`config.mk`:
```
export PLATFORM = sky130hd
export DESIGN_NAME = hz_raw_unit
export DESIGN_NICKNAME = d
export VERILOG_FILES = /design/src/rtl/hz_pkg.sv /design/src/rtl/hz_src_match.sv /design/src/rtl/hz_operand_path.sv /design/src/rtl/hz_raw_unit.sv
export SDC_FILE = /design/constraint.sdc
export NUM_CORES = 1
export LEC_CHECK = 0
export BUFFER_PORTS_ARGS = -buffer_cell sky130_fd_sc_hd__buf_4
export CELL_PAD_IN_SITES_DETAIL_PLACEMENT = 1
export CELL_PAD_IN_SITES_GLOBAL_PLACEMENT = 1
export CORE_UTILIZATION = 23
export DETAILED_ROUTE_END_ITERATION = 6
export PLACE_DENSITY = 0.87
export SLEW_MARGIN = 20
export SYNTH_ARGS = -nofsm -noshare
export SYNTH_HDL_FRONTEND = slang
export SYNTH_SLANG_ARGS = --single-unit
```
`constraint.sdc`:
```
create_clock -name vclk -period 3.6
set_input_delay 0.72 -clock vclk [all_inputs]
set_output_delay 0.72 -clock vclk [all_outputs]
set_load 0.1 [all_outputs]
```
`src/rtl/hz_pkg.sv`:
```
package hz_pkg;

  localparam int NUM_STG = 3;
  localparam int NUM_SRC = 2;
  localparam int STG_EX  = 0;
  localparam int STG_LS  = 1;
  localparam int STG_WB  = 2;

  typedef enum logic [1:0] {
    SEL_RF = 2'b00,
    SEL_EX = 2'b01,
    SEL_LS = 2'b10,
    SEL_WB = 2'b11
  } fwd_sel_e;

  // youngest matching stage wins: execute, then memory, then write-back
  function automatic fwd_sel_e pick_youngest(input logic [NUM_STG-1:0] hit);
    if (hit[STG_EX])      return SEL_EX;
    else if (hit[STG_LS]) return SEL_LS;
    else if (hit[STG_WB]) return SEL_WB;
    else                  return SEL_RF;
  endfunction

endpackage

```
`src/rtl/hz_src_match.sv`:
```
module hz_src_match #(
  parameter int AW = 5
) (
  input  logic [AW-1:0] rs_idx,
  input  logic          rs_used,
  input  logic [AW-1:0] st_rd,
  input  logic          st_valid,
  input  logic          st_wen,
  output logic          hit
);
  logic rs_live;
  logic st_writes;

  assign rs_live   = rs_used && (rs_idx != '0);
  assign st_writes = st_valid && st_wen;
  assign hit       = rs_live && st_writes && (st_rd == rs_idx);
endmodule

```
`src/rtl/hz_operand_path.sv`:
```
module hz_operand_path
  import hz_pkg::*;
#(
  parameter int XLEN = 32
) (
  input  logic [NUM_STG-1:0] hit,
  input  logic               ex_is_load,
  input  logic               ls_is_load,
  input  logic               ls_load_done,
  input  logic [XLEN-1:0]    rf_data,
  input  logic [XLEN-1:0]    ex_data,
  input  logic [XLEN-1:0]    ls_data,
  input  logic [XLEN-1:0]    wb_data,
  output fwd_sel_e           sel,
  output logic [XLEN-1:0]    value,
  output logic               stall_req
);
  logic ex_load_block;
  logic ls_load_block;

  assign sel           = pick_youngest(hit);
  assign ex_load_block = (sel == SEL_EX) && ex_is_load;
  assign ls_load_block = (sel == SEL_LS) && ls_is_load && !ls_load_done;
  assign stall_req     = ex_load_block || ls_load_block;

  always_comb begin
    unique case (sel)
      SEL_EX:  value = ex_data;
      SEL_LS:  value = ls_data;
      SEL_WB:  value = wb_data;
      default: value = rf_data;
    endcase
  end
endmodule

```
`src/rtl/hz_raw_unit.sv`:
```
module hz_raw_unit
  import hz_pkg::*;
#(
  parameter int XLEN = 32,
  parameter int AW   = 5
) (
  input  logic [AW-1:0]   rs1_idx,
  input  logic [AW-1:0]   rs2_idx,
  input  logic            rs1_used,
  input  logic            rs2_used,
  input  logic [XLEN-1:0] rf_rs1_data,
  input  logic [XLEN-1:0] rf_rs2_data,
  input  logic [AW-1:0]   ex_rd,
  input  logic            ex_wen,
  input  logic            ex_valid,
  input  logic            ex_is_load,
  input  logic [XLEN-1:0] ex_result,
  input  logic [AW-1:0]   ls_rd,
  input  logic            ls_wen,
  input  logic            ls_valid,
  input  logic            ls_is_load,
  input  logic            ls_load_done,
  input  logic [XLEN-1:0] ls_result,
  input  logic [AW-1:0]   wb_rd,
  input  logic            wb_wen,
  input  logic            wb_valid,
  input  logic [XLEN-1:0] wb_result,
  input  logic            id_valid,
  input  logic            ex_in_ready,
  output logic [1:0]      fwd1_sel,
  output logic [1:0]      fwd2_sel,
  output logic [XLEN-1:0] fwd1_data,
  output logic [XLEN-1:0] fwd2_data,
  output logic            stall,
  output logic            id_in_ready,
  output logic            id_out_valid
);
  logic [AW-1:0]      st_rd    [NUM_STG];
  logic [NUM_STG-1:0] st_valid;
  logic [NUM_STG-1:0] st_wen;
  logic [AW-1:0]      src_idx  [NUM_SRC];
  logic [NUM_SRC-1:0] src_used;
  logic [XLEN-1:0]    src_rf   [NUM_SRC];
  logic [NUM_STG-1:0] op_hit   [NUM_SRC];
  fwd_sel_e           op_sel   [NUM_SRC];
  logic [XLEN-1:0]    op_val   [NUM_SRC];
  logic [NUM_SRC-1:0] op_stall;

  always_comb begin
    st_rd[STG_EX] = ex_rd;
    st_rd[STG_LS] = ls_rd;
    st_rd[STG_WB] = wb_rd;
    st_valid      = {wb_valid, ls_valid, ex_valid};
    st_wen        = {wb_wen, ls_wen, ex_wen};
    src_idx[0]    = rs1_idx;
    src_idx[1]    = rs2_idx;
    src_used      = {rs2_used, rs1_used};
    src_rf[0]     = rf_rs1_data;
    src_rf[1]     = rf_rs2_data;
  end

  for (genvar o = 0; o < NUM_SRC; o++) begin : g_src
    for (genvar s = 0; s < NUM_STG; s++) begin : g_stg
      hz_src_match #(.AW(AW)) match_i (
        .rs_idx  (src_idx[o]),
        .rs_used (src_used[o]),
        .st_rd   (st_rd[s]),
        .st_valid(st_valid[s]),
        .st_wen  (st_wen[s]),
        .hit     (op_hit[o][s])
      );
    end

    hz_operand_path #(.XLEN(XLEN)) path_i (
      .hit         (op_hit[o]),
      .ex_is_load  (ex_is_load),
      .ls_is_load  (ls_is_load),
      .ls_load_done(ls_load_done),
      .rf_data     (src_rf[o]),
      .ex_data     (ex_result),
      .ls_data     (ls_result),
      .wb_data     (wb_result),
      .sel         (op_sel[o]),
      .value       (op_val[o]),
      .stall_req   (op_stall[o])
    );
  end

  assign fwd1_sel     = op_sel[0];
  assign fwd2_sel     = op_sel[1];
  assign fwd1_data    = op_val[0];
  assign fwd2_data    = op_val[1];
  assign stall        = |op_stall;
  assign id_in_ready  = ex_in_ready && !stall;
  assign id_out_valid = id_valid && !stall;
endmodule

```
==> reports/results.txt, run 1 <==
Synthesis produced a netlist with a net count of 611. Sequential cells account for 0% of the total power. For this run, the register share of the synthesized area comes to 0%. The logs give 0 for the max-capacitance violation count and 0 um2 for the footprint of the flip-flops and latches. Synthesis produced 413 cells. The die is 110.7 um wide. The actual transition at the worst max-transition pin was 556.1 ps.

At the placement stage, the worst setup path has a slack of 4.543 ps. A synthesized cell averages 6.583 um2. Internal power comes to 0.0003896 W. Sequential cells placed in the final layout were counted as 0. The switching part of the total power was 60.03%; the number of ports placed on the die boundary was 269. The relative slew slack was 62.81%.

In this run the core area contains 39 standard-cell rows. Setup repair after global routing could not meet its margin everywhere. Setup slack closes at 36.32 ps.

The startpoint of the lowest-slack hold path was rf_rs1_data[17]. The flow ran to the end, and the final reports show no timing, DRC or antenna violations. Endpoint with the worst hold slack: fwd1_data[17]. For the number of global-route vias before repair, the log shows 5194. The count of filler cells inserted in the layout was 1296. The HPWL after detailed placement came out at 14220 um.

Count of unique library cells instantiated by Yosys: 22. For the static power due to leakage, the log shows 2.609 nW. In the final layout, the multi-input gates occupy 0.003573 mm2.

The die area is 0.01226 mm2, and the share of total power in combinational logic is 100.0%. In this run the vertical extent of the chip is 110.7 um. The fraction of final layout cells sized beyond drive strength 1 came out at 58.25%. The detailed router finished its first iteration with 158 violations. The kind of start point of the critical path is an input pin. The run gives 17840 um as the total routed wirelength. Dividing the final minimum period by the clock period gives 98.99%. In this run, the clock network consumes 0% of the power. The leading cell type in the layout, fill and taps excluded is sky130_fd_sc_hd__buf_4. The total power draw came out at 0.0009747 W. The worst path needs 3564 ps of the cycle, external delays included. For this run, design rule violations remaining after detail routing come to 0. Along the worst hold path, the cell count comes to 3. The first global-routing pass estimated 27700 um of wire. The net count of the finished layout is 861.

The number of clock buffers in the layout was 0; the data arrival time of the critical path was 2840 ps. At the worst endpoint, the required time is 2880 ps. The final number of max-transition violations was 0. Setup total negative slack on the finished layout was measured at 0 ps. Along the worst path, the maximum fanout reaches 17.

For this run, the number of Yosys warnings is 0. The total overflow left after global routing is 0. The run gives 0.8817 as the routability-driven placement congestion ratio.

Growth of design area from synthesis to finish: 137.9%. The tools report the type of destination of the critical path as an output pin. In this run the tool buffered the top-level ports with 269 buffer cells.

The setup violation total in the final timing report was 0; the area of the mapped netlist was 0.002719 mm2. The run gives 23.71% as the effective utilization at floorplan. In the routed layout, each cell is associated on average with a via count of 5.807. The worst hold path belongs to the class in2out. The first detailed-routing pass ran for 4 iterations. Dividing the detail-routed wire length by the instance count gives 22.19 um. For the achievable frequency, the log shows 0.2806 GHz. The placeable core area is 0.01147 mm2. The power per cell area is 150.7 mW/mm2, and the maximum vdd drop is 122.7 uV. The number of antenna violations at the first check in global routing is 0.

The number of antenna diodes in the final layout is 0. The class of the most critical setup path was in2out. The final route contains 4669 vias. The library cells used most frequently in the layout, excluding fill and tap cells, are sky130_fd_sc_hd__buf_4, sky130_fd_sc_hd__nand2_1, sky130_fd_sc_hd__nor4_1, sky130_fd_sc_hd__a311o_1, sky130_fd_sc_hd__a2bb2oi_4. Switching power: 0.0005851 W. The logs give 0 for the number of nets still failing antenna checks after routing and 27.23% for the global-route total usage across every layer. The tools report the final count of hold timing violations as 0. Pin count of the biggest net entering global routing: 48.
==> how the worst max path moves through the flow <==
stage                          start       endpoint  cells after the start
after floorplan           rs1_idx[0]    id_in_ready                      7
after global placement    rs1_idx[1]    id_in_ready                      9
after detailed placement  rs1_idx[0]  fwd1_data[10]                      8
after CTS                 rs2_idx[4]  fwd2_data[11]                      8
after global routing      rs1_idx[0]   fwd1_data[0]                      9
final                     rs1_idx[0]   fwd1_data[0]                      9
==> synthesized netlist by cell type <==
library cell                instances  area (um2)
sky130_fd_sc_hd__or4_4              2       22.52
sky130_fd_sc_hd__buf_2             14       70.07
sky130_fd_sc_hd__a2bb2oi_1         64       560.5
sky130_fd_sc_hd__nor4_1            64       400.4
sky130_fd_sc_hd__nor3_1             4       20.02
sky130_fd_sc_hd__o21ai_4            2       32.53
sky130_fd_sc_hd__nand2_1           65       244.0
sky130_fd_sc_hd__o22ai_1            1       6.260
sky130_fd_sc_hd__nor2b_1            1       6.260
sky130_fd_sc_hd__o21a_1             1       7.510
sky130_fd_sc_hd__a211oi_1           2       15.01
sky130_fd_sc_hd__nor4_2             2       25.02
sky130_fd_sc_hd__nand3_1            4       20.02
sky130_fd_sc_hd__a311o_1           64       640.6
sky130_fd_sc_hd__nand4_1            6       37.54
sky130_fd_sc_hd__inv_1             34       127.6
sky130_fd_sc_hd__or3_1              4       25.02
sky130_fd_sc_hd__xor2_1             2       17.52
sky130_fd_sc_hd__xnor2_1           28       245.2
sky130_fd_sc_hd__a21o_1             3       22.52
sky130_fd_sc_hd__clkbuf_1          42       157.7
sky130_fd_sc_hd__nor2_1             4       15.01
==> metrics by stage <==
stage | area [um2] | hold slack [ps] | utilization (%) | cells
2_1_floorplan | 3875 | 1649 | - | 413
3_3_place_gp | 6272 | 1901 | 54.70 | 801
3_5_place_dp | 6272 | 1909 | 54.70 | 801
4_1_cts | 6276 | 1895 | 54.73 | 801
5_1_grt | 6469 | 1871 | 56.41 | 804
6_report | 6469 | 1867 | 56.41 | 804
==> metal layers <==
layer  wire, um  vias to the layer above  track usage [%]
li1           -                     2142                -
met1       6667                     2283            30.42
met2       9771                      216            53.50
met3       1020                       28            4.210
met4        382                        0            5.600
met5          0                        -                0
==> area by class of cell <==
| type | count | share of cell area (%) |
|---|---|---|
| inverter | 34 | 1.973 |
| tap | 143 | 2.766 |
| multi-input combinational | 323 | 55.24 |
| timing repair buffer | 304 | 40.02 |
==> worst max-delay path: stages <==
cell,delay [ps]
sky130_fd_sc_hd__buf_4,130
sky130_fd_sc_hd__or4_4,540
sky130_fd_sc_hd__o21ai_4,190
sky130_fd_sc_hd__buf_4,160
sky130_fd_sc_hd__buf_6,180
sky130_fd_sc_hd__nor4_1,90
sky130_fd_sc_hd__a311o_1,370
sky130_fd_sc_hd__a2bb2oi_4,150
sky130_fd_sc_hd__buf_4,300
==> kinds of logic (layout without fill, tap and decap cells) <==
kind of cell	count (synthesis)	in the layout	share of synthesized area, %
xor+xnor	30	30	9.664
buf+inv	90	338	13.07
simple gates	156	156	30.00
compound gates	137	137	47.26
==> power groups by stage <==
stage	clock network (W)	logic, W	registers (W)
finish	0	0.000975	0
floorplan	0	0.000606	0
CTS	0	0.000944	0
global placement	0	0.000923	0
global route	0	0.00100	0
detailed placement	0	0.000942	0
==> what timing repair did <==
item / in CTS / in global routing
cloned: 0 / 0
setup endpoints to repair: 1 / 52
resized for setup: 1 / 45
pin swaps: 0 / 2
hold buffers: 0 / 0
setup buffers: 0 / 3
(Power assumes the default switching activity.)
==> run 2, diff against run 1 <==
BUFFER_PORTS_ARGS = -buffer_cell sky130_fd_sc_hd__buf_2   (was -buffer_cell sky130_fd_sc_hd__buf_4)
CELL_PAD_IN_SITES_DETAIL_PLACEMENT = unset   (was 1)
CELL_PAD_IN_SITES_GLOBAL_PLACEMENT = unset   (was 1)
CORE_AREA = 2 2 106 108   (was unset)
CORE_UTILIZATION = unset   (was 23)
DIE_AREA = 0 0 108 110   (was unset)
PLACE_DENSITY = 0.64   (was 0.87)
==> reports/results.txt, run 2 (same netlist as run 1, synthesis figures left out) <==
The run finished with clean final reports. For the share of total power in combinational logic, the log shows 100.0% (about the same). For the number of clock buffers in the layout, the log shows 0 (unchanged).

The logs give 0.2798 GHz (-0.30%) for the achievable frequency and 4629 (-0.86%) for the total vias in the final route. The required time of the critical path is 2880 ps (about the same). The static power due to leakage was 2.710 nW (+3.9%). The horizontal die dimension is 108 um (-2.5%), and the number of nets still failing antenna checks after routing is 0 (unchanged). The HPWL after detailed placement was 13290 um (-6.5%); the number of DRC markers after the initial detailed-route iteration was 198 (+25%). The type of the tightest min-delay check is in2out. The number of sequential cells was 0 (unchanged); the maximum vdd drop was 124.0 uV (+1.0%).

The detailed-routing iteration count for the pre-antenna-repair pass is 4 (unchanged), and the final-stage net count is 865 (+0.46%). Leaving out fill and tap cells, the most frequent cell in the layout is sky130_fd_sc_hd__buf_2. The post-cts hold buffer count is 0 (unchanged), and the cell internal power dissipation is 0.0004275 W (+9.7%). For the footprint of the flip-flops and latches, the log shows 0 um2 (unchanged). The final count of hold timing violations is 0 (unchanged), and the die area is 0.01188 mm2 (-3.1%). The fraction of final layout cells sized beyond drive strength 1 works out to 58.50% (+0.25 points). The tools report the routability-driven placement congestion ratio as 0.9529 (+8.1%). By startpoint and endpoint, the worst setup path is classified as in2out.

The switching part of the total power works out to 58.62% (-1.4 points). Actual transition at the worst max-transition pin: 522.4 ps (-33.76 ps). The highest net fanout along the worst path came out at 19 (+2). The effective utilization at floorplan is 25.42% (+1.7 points).

Shortest period the worst path allows: 3574 ps (+10.66 ps). The pin count of the biggest net entering global routing was 36 (-25%). For the number of ports placed on the die boundary, the log shows 269 (unchanged). For the max-capacitance violation count, the log shows 0 (unchanged). The wire length of the first global-routing pass was 25400 um (-8.3%); the mean number of vias per cell was 5.750 (-0.98%). The top cell types in the final layout, fill and taps aside, are sky130_fd_sc_hd__buf_2, sky130_fd_sc_hd__buf_12, sky130_fd_sc_hd__nand2_1. For the part of the total power dissipated in the clock network, the log shows 0% (unchanged).

The total routed wirelength is 16700 um (-6.4%), and the final critical-path share of the clock period is 99.29% (+0.30 points). The number of global-route vias before repair was 4881 (-6.0%); the number of rows in the core area was 38 (-2.6%). The number of antenna violations at the first check in global routing was 0 (unchanged); the relative slew slack was 65.06% (+2.3 points). The tools report the global-route total usage across every layer as 26.57% (-0.67 points).

Data arrival time of the critical path: 2850 ps (about the same). The switching power is 0.0006055 W (+3.5%), and the non-filler instance count after layout is 805 (+0.12%). The routed length per placed instance was 20.74 um (-6.5%).

The run gives 804 (+0.37%) as the cell total after placement. The kind of start point of the critical path was an input pin. The logs give 0.003581 mm2 (+0.21%) for the area of combinational cells with multiple inputs and 0 (unchanged) for the residual DRC count. Part of the total power dissipated in sequential elements: 0% (unchanged).

The power per cell area came out at 155.2 mW/mm2 (+3.0%). The run gives 0 (unchanged) as the setup violation total in the final timing report. The final number of max-transition violations was 0 (unchanged); the remaining global-route overflow was 0 (unchanged). The die outline height works out to 110 um (-0.65%). Setup repair after global routing could not meet its margin everywhere. The post-route setup TNS was 0 ps (unchanged); the growth of design area from synthesis to finish was 144.8%. The tools report the number of diodes added for antenna fixing as 0 (unchanged). Number of input and output port buffers inserted: 269 (unchanged). The tools report the count of filler cells inserted in the layout as 893 (-31%).

STA classifies the critical path endpoint as an output pin. The placeable core area came out at 0.01070 mm2 (-6.7%).
==> run 2: cell types whose count changed in the layout (fill, tap and decap cells not counted), moves of 2 or more <==
cell and change:
sky130_fd_sc_hd__buf_4 -223, sky130_fd_sc_hd__buf_2 +199, sky130_fd_sc_hd__buf_12 +62, sky130_fd_sc_hd__buf_6 -35
sky130_fd_sc_hd__nor3_2 -2
==> run 2: power by group through the flow <==
stage	sequential [W]	clock, W	combinational [W]
3_3_place_gp	0	0	0.00101
5_1_grt	0	0	0.00106
4_1_cts	0	0	0.00103
6_report	0	0	0.00103
2_1_floorplan	0	0	0.000606
3_5_place_dp	0	0	0.00102
==> run 2: layout make-up <==
type	count	area share, %
well taps	140	2.632
multi-input cells	323	53.80
repair buffers	308	41.65
inverters	34	1.917
==> run 2: final timing paths <==
| path | start | to | slack [ps] | depth (start not counted) |
|---|---|---|---|---|
| setup / recovery | rs2_idx[4] | fwd2_data[12] | 30 | 9 |
| hold / removal | ex_in_ready | id_in_ready | 1840 | 4 |
==> run 2: routing by layer <==
metal	up-vias	global-route usage, %	routed length (um)
met4	0	6.410	338
met5	-	0	0
met1	2188	31.03	6350
met2	259	50.49	8711
li1	2154	-	-
met3	28	4.233	1294
==> run 2: worst max-delay path: stages <==
cell and delay [ps]:
sky130_fd_sc_hd__buf_2 120, sky130_fd_sc_hd__or4_4 550, sky130_fd_sc_hd__o21ai_4 240, sky130_fd_sc_hd__buf_12 150
sky130_fd_sc_hd__nor4_4 60, sky130_fd_sc_hd__or3_4 430, sky130_fd_sc_hd__buf_12 210, sky130_fd_sc_hd__a2bb2oi_4 180
sky130_fd_sc_hd__buf_12 170
==> run 2: what timing repair did <==
action / in CTS / in global routing
pin swaps: 1 / 4
hold endpoints to repair: 0 / 0
buffers inserted: 2 / 0
gates resized for setup: 10 / 12
setup endpoints to repair: 12 / 16
==> run 2: per-stage QoR <==
stage	setup slack, ps	power (W)	hold WS, ps	cell area, um2	utilization, %
final	25.66	0.001033	1836	6656	62.22
after global routing	-24.70	0.001064	1851	6656	62.22
after CTS	9.323	0.001028	1840	6619	61.87
after detailed placement	-66.01	0.001018	1836	6559	61.31
after global placement	-46.38	0.001008	1834	6559	61.31
after floorplan	-166.7	0.0006056	1649	3875	-
